--- src/rtl/pe_pool_pkg.sv ---
// Shared definitions for the processing-element pool allocator.
// Assumes nothing beyond IEEE 1800-2017 packages.
package pe_pool_pkg;

    // Waiting-queue discipline selected at the block's policy input.
    typedef enum logic {
        POL_ARRIVAL = 1'b0,
        POL_LEAST   = 1'b1
    } pool_policy_e;

    // Index width for a structure of n entries, never below one bit.
    function automatic int unsigned idx_bits(input int unsigned n);
        return (n < 2) ? 1 : $clog2(n);
    endfunction

endpackage

--- src/rtl/pe_wait_queue.sv ---
// Age-ordered waiting queue with a grant picker.
// Entry 0 is always the oldest job; entries [0, occ) are live.
// Picks the head (arrival order) or the smallest fitting demand
// (least demand, older wins a tie). The picked entry is removed on pop.
// Assumes the caller never pushes while full and pops only a valid pick.
module pe_wait_queue
    import pe_pool_pkg::*;
#(
    parameter int DEPTH = 4,
    parameter int TAG_W = 8,
    parameter int CNT_W = 8,
    parameter int SEQ_W = 3
) (
    input  logic             clk,
    input  logic             rst_n,
    input  pool_policy_e     policy,
    input  logic [CNT_W-1:0] free_cnt,
    input  logic             push,
    input  logic [TAG_W-1:0] push_tag,
    input  logic [CNT_W-1:0] push_dem,
    input  logic [SEQ_W-1:0] push_seq,
    input  logic             pop,
    output logic             full,
    output logic             pick_valid,
    output logic [TAG_W-1:0] pick_tag,
    output logic [CNT_W-1:0] pick_dem,
    output logic [SEQ_W-1:0] pick_seq
);
    localparam int IDX_W = idx_bits(DEPTH);
    localparam int OCC_W = $clog2(DEPTH + 1);

    logic [TAG_W-1:0] tag_q [DEPTH];
    logic [TAG_W-1:0] tag_d [DEPTH];
    logic [CNT_W-1:0] dem_q [DEPTH];
    logic [CNT_W-1:0] dem_d [DEPTH];
    logic [SEQ_W-1:0] seq_q [DEPTH];
    logic [SEQ_W-1:0] seq_d [DEPTH];
    logic [OCC_W-1:0] occ_q, occ_d, occ_mid;
    logic [IDX_W-1:0] pick_idx;

    assign full = (occ_q == OCC_W'(DEPTH));

    // Choose the entry to grant under the current policy and free count.
    always_comb begin
        pick_valid = 1'b0;
        pick_idx   = '0;
        if (policy == POL_ARRIVAL) begin
            if (occ_q != '0 && dem_q[0] <= free_cnt) pick_valid = 1'b1;
        end else begin
            for (int i = 0; i < DEPTH; i++) begin
                if (OCC_W'(i) < occ_q && dem_q[i] <= free_cnt &&
                    (!pick_valid || dem_q[i] < dem_q[pick_idx])) begin
                    pick_valid = 1'b1;
                    pick_idx   = IDX_W'(i);
                end
            end
        end
    end

    assign pick_tag = tag_q[pick_idx];
    assign pick_dem = dem_q[pick_idx];
    assign pick_seq = seq_q[pick_idx];

    // Remove the picked entry by shifting younger ones down, then append.
    always_comb begin
        for (int i = 0; i < DEPTH; i++) begin
            tag_d[i] = tag_q[i];
            dem_d[i] = dem_q[i];
            seq_d[i] = seq_q[i];
        end
        if (pop) begin
            for (int i = 0; i < DEPTH - 1; i++) begin
                if (IDX_W'(i) >= pick_idx) begin
                    tag_d[i] = tag_q[i+1];
                    dem_d[i] = dem_q[i+1];
                    seq_d[i] = seq_q[i+1];
                end
            end
        end
        occ_mid = occ_q - OCC_W'(pop);
        if (push) begin
            for (int i = 0; i < DEPTH; i++) begin
                if (OCC_W'(i) == occ_mid) begin
                    tag_d[i] = push_tag;
                    dem_d[i] = push_dem;
                    seq_d[i] = push_seq;
                end
            end
        end
        occ_d = occ_mid + OCC_W'(push);
    end

    // Occupancy register.
    always_ff @(posedge clk) begin
        if (!rst_n) occ_q <= '0;
        else        occ_q <= occ_d;
    end

    // Entry payload storage; liveness is carried by occupancy alone.
    always_ff @(posedge clk) begin
        tag_q <= tag_d;
        dem_q <= dem_d;
        seq_q <= seq_d;
    end

    assert_push_room_R8: assert property (@(posedge clk) disable iff (!rst_n)
        push |-> !full);
    assert_head_only_R3: assert property (@(posedge clk) disable iff (!rst_n)
        (pop && policy == POL_ARRIVAL) |-> pick_idx == '0);
    assert_pick_fits_R6: assert property (@(posedge clk) disable iff (!rst_n)
        pop |-> (pick_valid && pick_dem <= free_cnt));
    assert_occ_bound_R8: assert property (@(posedge clk) disable iff (!rst_n)
        occ_q <= OCC_W'(DEPTH));

endmodule

--- src/rtl/pe_cu_bank.sv ---
// Control-unit occupancy and the free element counter.
// Each unit holds one job from its grant edge until its done pulse.
// A grant goes to the lowest-numbered idle unit; a done pulse to an
// idle unit is ignored. Grant and release update the pool in one edge.
// Assumes take is raised only when any_idle is high and the demand fits.
module pe_cu_bank
    import pe_pool_pkg::*;
#(
    parameter int NUM_CU    = 2,
    parameter int POOL_SIZE = 128,
    parameter int TAG_W     = 8,
    parameter int CNT_W     = 8,
    parameter int SEQ_W     = 3
) (
    input  logic                    clk,
    input  logic                    rst_n,
    input  logic                    take,
    input  logic [TAG_W-1:0]        take_tag,
    input  logic [CNT_W-1:0]        take_dem,
    input  logic [SEQ_W-1:0]        take_seq,
    input  logic [NUM_CU-1:0]       done_i,
    output logic                    any_idle,
    output logic [CNT_W-1:0]        free_cnt,
    output logic [NUM_CU-1:0]       grant_o,
    output logic [NUM_CU*TAG_W-1:0] grant_tag_o,
    output logic [NUM_CU*CNT_W-1:0] grant_dem_o,
    output logic [NUM_CU-1:0]       fin_o,
    output logic [NUM_CU*SEQ_W-1:0] fin_seq_o
);
    localparam int SUM_W = CNT_W + 1;

    logic [NUM_CU-1:0] busy_q;
    logic [NUM_CU-1:0] sel;
    logic [TAG_W-1:0]  tag_q [NUM_CU];
    logic [CNT_W-1:0]  dem_q [NUM_CU];
    logic [SEQ_W-1:0]  seq_q [NUM_CU];
    logic [CNT_W-1:0]  free_q;
    logic [SUM_W-1:0]  rel_sum, held_sum, free_nxt;

    assign any_idle = ~&busy_q;
    assign fin_o    = done_i & busy_q;
    assign free_cnt = free_q;

    // One-hot select of the lowest-numbered idle unit.
    always_comb begin
        sel = '0;
        for (int c = 0; c < NUM_CU; c++) begin
            if (!busy_q[c] && sel == '0) sel[c] = 1'b1;
        end
    end

    // Elements returned this cycle and elements currently held.
    always_comb begin
        rel_sum  = '0;
        held_sum = '0;
        for (int c = 0; c < NUM_CU; c++) begin
            if (fin_o[c])  rel_sum  = rel_sum + SUM_W'(dem_q[c]);
            if (busy_q[c]) held_sum = held_sum + SUM_W'(dem_q[c]);
        end
        free_nxt = SUM_W'(free_q) + rel_sum - (take ? SUM_W'(take_dem) : '0);
    end

    // Free element counter: both grant and release apply in one edge.
    always_ff @(posedge clk) begin
        if (!rst_n) free_q <= CNT_W'(POOL_SIZE);
        else        free_q <= free_nxt[CNT_W-1:0];
    end

    // Unit occupancy and one-cycle grant pulses.
    always_ff @(posedge clk) begin
        if (!rst_n) begin
            busy_q  <= '0;
            grant_o <= '0;
        end else begin
            for (int c = 0; c < NUM_CU; c++) begin
                grant_o[c] <= take && sel[c];
                if (take && sel[c])  busy_q[c] <= 1'b1;
                else if (fin_o[c])   busy_q[c] <= 1'b0;
            end
        end
    end

    // Job payload held by each unit, loaded at its grant edge.
    always_ff @(posedge clk) begin
        for (int c = 0; c < NUM_CU; c++) begin
            if (take && sel[c]) begin
                tag_q[c] <= take_tag;
                dem_q[c] <= take_dem;
                seq_q[c] <= take_seq;
            end
        end
    end

    for (genvar c = 0; c < NUM_CU; c++) begin : g_unit
        assign grant_tag_o[c*TAG_W +: TAG_W] = tag_q[c];
        assign grant_dem_o[c*CNT_W +: CNT_W] = dem_q[c];
        assign fin_seq_o[c*SEQ_W +: SEQ_W]   = seq_q[c];

        assert_grant_idle_R5: assert property (@(posedge clk) disable iff (!rst_n)
            grant_o[c] |-> !$past(busy_q[c]));
    end

    assert_one_grant_R5: assert property (@(posedge clk) disable iff (!rst_n)
        $onehot0(grant_o));
    assert_take_idle_R5: assert property (@(posedge clk) disable iff (!rst_n)
        take |-> any_idle);
    assert_free_bound_R6: assert property (@(posedge clk) disable iff (!rst_n)
        free_q <= CNT_W'(POOL_SIZE));
    assert_pool_conserve_R6: assert property (@(posedge clk) disable iff (!rst_n)
        (SUM_W'(free_q) + held_sum) == SUM_W'(POOL_SIZE));

endmodule

--- src/rtl/pe_reorder_buf.sv ---
// Resequencing buffer restoring arrival order at the output.
// Every accepted job takes the slot at the tail; its slot index is its
// sequence number. Completions mark slots done; the head slot retires
// when done, one per cycle, as a combinational pulse from state.
// Assumes DEPTH is a power of two and no alloc while full.
module pe_reorder_buf #(
    parameter int DEPTH  = 8,
    parameter int TAG_W  = 8,
    parameter int NUM_CU = 2,
    parameter int SEQ_W  = $clog2(DEPTH)
) (
    input  logic                    clk,
    input  logic                    rst_n,
    input  logic                    alloc,
    input  logic [TAG_W-1:0]        alloc_tag,
    output logic [SEQ_W-1:0]        alloc_seq,
    output logic                    full,
    input  logic [NUM_CU-1:0]       fin_i,
    input  logic [NUM_CU*SEQ_W-1:0] fin_seq_i,
    output logic                    retire_valid,
    output logic [TAG_W-1:0]        retire_tag
);
    localparam int OCC_W = $clog2(DEPTH + 1);

    logic [SEQ_W-1:0] head_q, tail_q;
    logic [OCC_W-1:0] occ_q;
    logic [DEPTH-1:0] done_q, done_d;
    logic [TAG_W-1:0] tag_q [DEPTH];

    assign alloc_seq    = tail_q;
    assign full         = (occ_q == OCC_W'(DEPTH));
    assign retire_valid = done_q[head_q];
    assign retire_tag   = tag_q[head_q];

    // Next done flags: mark finished slots, clear the retiring head.
    always_comb begin
        done_d = done_q;
        for (int c = 0; c < NUM_CU; c++) begin
            if (fin_i[c]) done_d[fin_seq_i[c*SEQ_W +: SEQ_W]] = 1'b1;
        end
        if (retire_valid) done_d[head_q] = 1'b0;
    end

    // Pointers, occupancy and done flags.
    always_ff @(posedge clk) begin
        if (!rst_n) begin
            head_q <= '0;
            tail_q <= '0;
            occ_q  <= '0;
            done_q <= '0;
        end else begin
            done_q <= done_d;
            if (alloc)        tail_q <= tail_q + 1'b1;
            if (retire_valid) head_q <= head_q + 1'b1;
            occ_q <= occ_q + OCC_W'(alloc) - OCC_W'(retire_valid);
        end
    end

    // Tag storage written at allocation.
    always_ff @(posedge clk) begin
        if (alloc) tag_q[tail_q] <= alloc_tag;
    end

    for (genvar c = 0; c < NUM_CU; c++) begin : g_mark
        assert_mark_live_R7: assert property (@(posedge clk) disable iff (!rst_n)
            fin_i[c] |-> !done_q[fin_seq_i[c*SEQ_W +: SEQ_W]]);
    end

    assert_retire_live_R7: assert property (@(posedge clk) disable iff (!rst_n)
        retire_valid |-> occ_q != '0);
    assert_alloc_room_R8: assert property (@(posedge clk) disable iff (!rst_n)
        alloc |-> !full);

endmodule

--- src/rtl/pe_pool_sched.sv ---
// Top of the shared processing-element pool allocator.
// Validates incoming jobs, queues legal ones, grants them to idle
// control units under the selected policy and retires them in arrival
// order. Assumes done_i is a one-cycle pulse per completed job.
module pe_pool_sched
    import pe_pool_pkg::*;
#(
    parameter int NUM_CU      = 2,
    parameter int POOL_SIZE   = 128,
    parameter int QUEUE_DEPTH = 4,
    parameter int ROB_DEPTH   = 8,
    parameter int TAG_W       = 8,
    localparam int CNT_W      = $clog2(POOL_SIZE + 1)
) (
    input  logic                    clk,
    input  logic                    rst_n,
    input  logic                    policy_i,
    input  logic                    job_valid_i,
    output logic                    job_ready_o,
    input  logic [TAG_W-1:0]        job_tag_i,
    input  logic [CNT_W-1:0]        job_dem_i,
    output logic                    job_reject_o,
    output logic [NUM_CU-1:0]       grant_o,
    output logic [NUM_CU*TAG_W-1:0] grant_tag_o,
    output logic [NUM_CU*CNT_W-1:0] grant_dem_o,
    input  logic [NUM_CU-1:0]       done_i,
    output logic                    retire_valid_o,
    output logic [TAG_W-1:0]        retire_tag_o
);
    localparam int SEQ_W = $clog2(ROB_DEPTH);

    logic                    q_full, rob_full, accept, illegal, push;
    logic                    pick_valid, any_idle, take;
    logic [TAG_W-1:0]        pick_tag;
    logic [CNT_W-1:0]        pick_dem, free_cnt;
    logic [SEQ_W-1:0]        pick_seq, new_seq;
    logic [NUM_CU-1:0]       fin;
    logic [NUM_CU*SEQ_W-1:0] fin_seq;

    assign job_ready_o = !q_full && !rob_full;
    assign accept      = job_valid_i && job_ready_o;
    assign illegal     = (job_dem_i == '0) || (job_dem_i > CNT_W'(POOL_SIZE));
    assign push        = accept && !illegal;
    assign take        = pick_valid && any_idle;

    // Registered reject pulse for an accepted job with an illegal demand.
    always_ff @(posedge clk) begin
        if (!rst_n) job_reject_o <= 1'b0;
        else        job_reject_o <= accept && illegal;
    end

    pe_wait_queue #(
        .DEPTH (QUEUE_DEPTH),
        .TAG_W (TAG_W),
        .CNT_W (CNT_W),
        .SEQ_W (SEQ_W)
    ) wait_q_i (
        .clk        (clk),
        .rst_n      (rst_n),
        .policy     (pool_policy_e'(policy_i)),
        .free_cnt   (free_cnt),
        .push       (push),
        .push_tag   (job_tag_i),
        .push_dem   (job_dem_i),
        .push_seq   (new_seq),
        .pop        (take),
        .full       (q_full),
        .pick_valid (pick_valid),
        .pick_tag   (pick_tag),
        .pick_dem   (pick_dem),
        .pick_seq   (pick_seq)
    );

    pe_cu_bank #(
        .NUM_CU    (NUM_CU),
        .POOL_SIZE (POOL_SIZE),
        .TAG_W     (TAG_W),
        .CNT_W     (CNT_W),
        .SEQ_W     (SEQ_W)
    ) cu_bank_i (
        .clk         (clk),
        .rst_n       (rst_n),
        .take        (take),
        .take_tag    (pick_tag),
        .take_dem    (pick_dem),
        .take_seq    (pick_seq),
        .done_i      (done_i),
        .any_idle    (any_idle),
        .free_cnt    (free_cnt),
        .grant_o     (grant_o),
        .grant_tag_o (grant_tag_o),
        .grant_dem_o (grant_dem_o),
        .fin_o       (fin),
        .fin_seq_o   (fin_seq)
    );

    pe_reorder_buf #(
        .DEPTH  (ROB_DEPTH),
        .TAG_W  (TAG_W),
        .NUM_CU (NUM_CU),
        .SEQ_W  (SEQ_W)
    ) rob_i (
        .clk          (clk),
        .rst_n        (rst_n),
        .alloc        (push),
        .alloc_tag    (job_tag_i),
        .alloc_seq    (new_seq),
        .full         (rob_full),
        .fin_i        (fin),
        .fin_seq_i    (fin_seq),
        .retire_valid (retire_valid_o),
        .retire_tag   (retire_tag_o)
    );

    assert_reject_excl_R2: assert property (@(posedge clk) disable iff (!rst_n)
        job_reject_o |-> !$past(push));

endmodule

--- config.mk ---
export PLATFORM = sky130hd
export DESIGN_NAME = pe_pool_sched
export DESIGN_NICKNAME = d
export VERILOG_FILES = /design/src/rtl/pe_pool_pkg.sv /design/src/rtl/pe_wait_queue.sv /design/src/rtl/pe_cu_bank.sv /design/src/rtl/pe_reorder_buf.sv /design/src/rtl/pe_pool_sched.sv
export SDC_FILE = /design/constraint.sdc
export NUM_CORES = 1
export LEC_CHECK = 0
export ABC_AREA = 1
export ABC_CLOCK_PERIOD_IN_PS = 7450
export CAP_MARGIN = 40
export CORE_MARGIN = 2
export CORE_UTILIZATION = 46
export CTS_BUF_LIST = sky130_fd_sc_hd__clkbuf_8
export CTS_CLUSTER_DIAMETER = 80
export DETAILED_ROUTE_END_ITERATION = 8
export GPL_ROUTABILITY_DRIVEN = 0
export PLACE_DENSITY = 0.75
export SLEW_MARGIN = 10
export SYNTH_ARGS = -nofsm -noshare
export SYNTH_HDL_FRONTEND = slang
export SYNTH_SLANG_ARGS = --single-unit
--- constraint.sdc ---
create_clock -name clk -period 7.45 [get_ports clk]
set_clock_uncertainty 0.15 [all_clocks]
set_input_delay 1.49 -clock clk [delete_from_list [all_inputs] [get_ports clk]]
set_output_delay 1.49 -clock clk [all_outputs]
set_load 0.005 [all_outputs]
==> parameters.txt <==
Parameter                              Value

Min path
  Worst min path class    flop to flop
  Min-Delay Startpoint    wait_q_i.seq_q[8]
  Worst Hold Path Cells    2
  End point of the worst hold path    wait_q_i.seq_q[11]

Cells and area
  Most common library cell in the layout ignoring fill and taps    nand2_1
  Leading cell types in the layout, fill and taps excluded    nand2_1, inv_1, nor2_1
  Multi-input combinational cell area    roughly 0.0052 mm²
  Share of final-layout standard cells stronger than drive strength 1    about 14%
  Fill cell instance count of the final layout    just over 2000
  Post-layout nets    between 1500 and 2000
  Final antenna diode count    0
  FF/Latch Area    between 0.005 and 0.006 mm²
  Filler-free cell count of the finished design    roughly 1800
  Area grow syn2layout    21.6%

Drt
  Average vias per placed instance    around 5.5
  Total via count in the routed design    9741
  Total routed wirelength    a little over 30 mm
  Pre-antenna DRT Iters    6
  Average wire per cell in the routed design    ~17 µm
  Post-DRT Antenna Nets    0
  First DRT Iteration DRCs    984
  Final routed DRC violation total    0

Setup path
  Worst Setup End Kind    flop
  Required arrival time at the worst endpoint    around 7700 ps
  R2r setup slk    ~120 ps
  Reg-to-Reg Start    cu_bank_i.free_cnt[5]
  Slowest CP cell    fa_1
  Crit path largest cell delay    550 ps
  Crit path launch type    flop
  Most Frequent Cell on Critical Path    nor2_1
  Critical Setup Path Class    flop to flop
  Terminus of the critical flop-to-flop path    cu_bank_i.free_cnt[7]
  Arrival @ worst endpoint    7590 ps
  Crit-path max FO    15
  Logic depth of the worst register-to-register path    48

Logic synthesis
  Ys Warns    0
  Netlist Area Pre-Place    0.0112 mm²
  Post-synthesis sequential area ratio    roughly half
  Fraction of registers with async set/reset    0%
  Netlist cell types    46
  Main flop type after synthesis    edfxtp_1
  Post-synth EDFFs    121
  Total nets after synthesis    roughly 1400
  Yosys reg bits    ~220
  Cell count after synthesis    approximately 1300
  Post-synthesis area per instance    around 8.6 µm²

Placement
  Number of buffers inserted by port buffering    66
  Detailed placer's ending HPWL    between 20 and 25 mm
  Post-placement cell count    1670

STA
  Period minus WS final    ~7300 ps
  Unrepaired setup endpoints after global routing    true
  Count of endpoints failing hold in the final timing report    0
  Transition time of the tightest slew-check pin    about 960 ps
  Headroom to the max-slew limit    36.0%
  Fraction of the cycle the final worst path needs    ~100%
  Highest achievable clock rate    ~0.14 GHz
  Max-slew violation count    0
  Final setup viols    0

GRT
  Largest net degree at the start of global routing    39
  Via count of the first global-routing pass    8930
  First-pass GRT wire length    46.1 mm
  Total Routing Usage GR    ~23%
  Antenna violations before repair    0
  Aggregate global routing overflow    0

Clocking
  Number of sinks driven by the clock tree    between 200 and 250
  CTS HTree Levels    2
  Clock root cell    clkbuf_8
  Reg clk slew, reported paths    around 60 ps
  Clock Latency Late Sink    540 ps
  CTS max path bufs    3
  Clock tree from TritonCTS    done
  Number of buffers created by CTS    36
  Cts hold-fix bufs    0

Floorplanning
  Standard-cell row count    57
  Die width    ~160 µm
  Starting utilization of the core area    approximately 47%
  Placeable core region    0.0242 mm²
  Die footprint    approximately 0.026 mm²
  Count of boundary I/O pins    67
  Y dimension of the die    approximately 160 µm

Flow run
  Number of max-cap violations    0

Run status
  Result of the run    finished, final reports clean
## worst max-delay path by stage
stage | start | endpoint | slack, ps | cells past startpoint
6_report | cu_bank_i.free_cnt[5] | cu_bank_i.free_cnt[7] | 120 | 48
5_1_grt | cu_bank_i.free_cnt[4] | cu_bank_i.free_cnt[7] | -320 | 52
4_1_cts | cu_bank_i.free_cnt[7] | cu_bank_i.free_cnt[7] | 30 | 50
3_5_place_dp | cu_bank_i.free_cnt[7] | cu_bank_i.free_cnt[7] | 70 | 50
3_3_place_gp | cu_bank_i.free_cnt[7] | cu_bank_i.free_cnt[7] | 330 | 50
2_1_floorplan | cu_bank_i.free_cnt[7] | cu_bank_i.free_cnt[7] | 610 | 50
## cells in the mapped netlist, types with 10 or more instances
| cell type | number | area, µm² |
|---|---|---|
| ha_1 | 79 | 988 |
| o21ai_0 | 110 | 551 |
| a22oi_1 | 11 | 82.6 |
| nor3_1 | 10 | 50.1 |
| dfxtp_1 | 94 | 1880 |
| nand2_1 | 253 | 950 |
| nor2_1 | 165 | 619 |
| edfxtp_1 | 121 | 3630 |
| a31oi_1 | 33 | 206 |
| clkbuf_1 | 25 | 93.8 |
| nand3_1 | 46 | 230 |
| o211ai_1 | 13 | 97.6 |
| a21oi_1 | 70 | 350 |
| inv_1 | 166 | 623 |
## logic make-up (layout without fill, tap and decap cells)
| logic type | Yosys count | in the layout | share of synthesized area, % |
|---|---|---|---|
| flip-flops | 215 | 215 | 49.0 |
| AND/OR/NAND/NOR | 502 | 504 | 18.4 |
| XOR/XNOR | 12 | 12 | 0.935 |
| AO/OA/AOI/OAI | 275 | 275 | 13.8 |
| buffers and inverters | 212 | 359 | 7.42 |
| adder cells (fa/ha/maj) | 88 | 88 | 10.4 |
## flip-flops by register name (all words and copies together) (netlist names), 8 cells and up, named ones only
register,cells
wait_q_i.seq_q,12
wait_q_i.tag_q,32
wait_q_i.dem_q,32
cu_bank_i.tag_q,16
rob_i.done_q,8
cu_bank_i.dem_q,16
cu_bank_i.free_cnt,8
rob_i.tag_q,64
## through the flow
step | util, % | hold slack (ps) | setup WS, ps | TNS [ps] | area (µm²)
floorplan | - | 305 | 614 | 0 | 11200
global placement | 50.6 | 316 | 332 | 0 | 12200
detailed placement | 50.8 | 321 | 69.5 | 0 | 12300
CTS | 53.8 | 330 | 28.2 | 0 | 13000
global route | 56.6 | 353 | -318 | -318 | 13700
finish | 56.6 | 332 | 120 | 0 | 13700
## layer usage
| metal | vias up | global-route usage, % | wire length (µm) |
|---|---|---|---|
| met1 | 4521 | 29.9 | 12700 |
| met4 | 0 | 10.2 | 1600 |
| met3 | 124 | 3.23 | 2240 |
| met2 | 457 | 37.1 | 14200 |
| met5 | - | 0 | 0 |
| li1 | 4639 | - | - |
## critical path: cells and delay by family, from the launching register on
kind | cells | cell delay (ps)
buf+inv | 7 | 560
flops | 1 | 340
simple gates | 26 | 2520
xor+xnor | 2 | 380
compound gates | 8 | 1460
fa+ha+maj | 5 | 1760
## area by class of cell
class,count,area share (%)
Sequential cell,215,40.6
Multi-Input combinational cell,879,37.9
Timing Repair Buffer,123,8.15
Inverter,171,4.84
Clock buffer,40,4.03
Tap cell,324,2.96
Clock inverter,25,1.44
## what timing repair did
item                                    in CTS  in global routing
resized for setup                            0                110
endpoints found under the setup margin       0                  3
setup buffers                                0                 39
endpoints found under the hold margin        0                  0
Power is not shown: default switching activity piles up to over one toggle a cycle in this logic, so the estimate is an artifact.
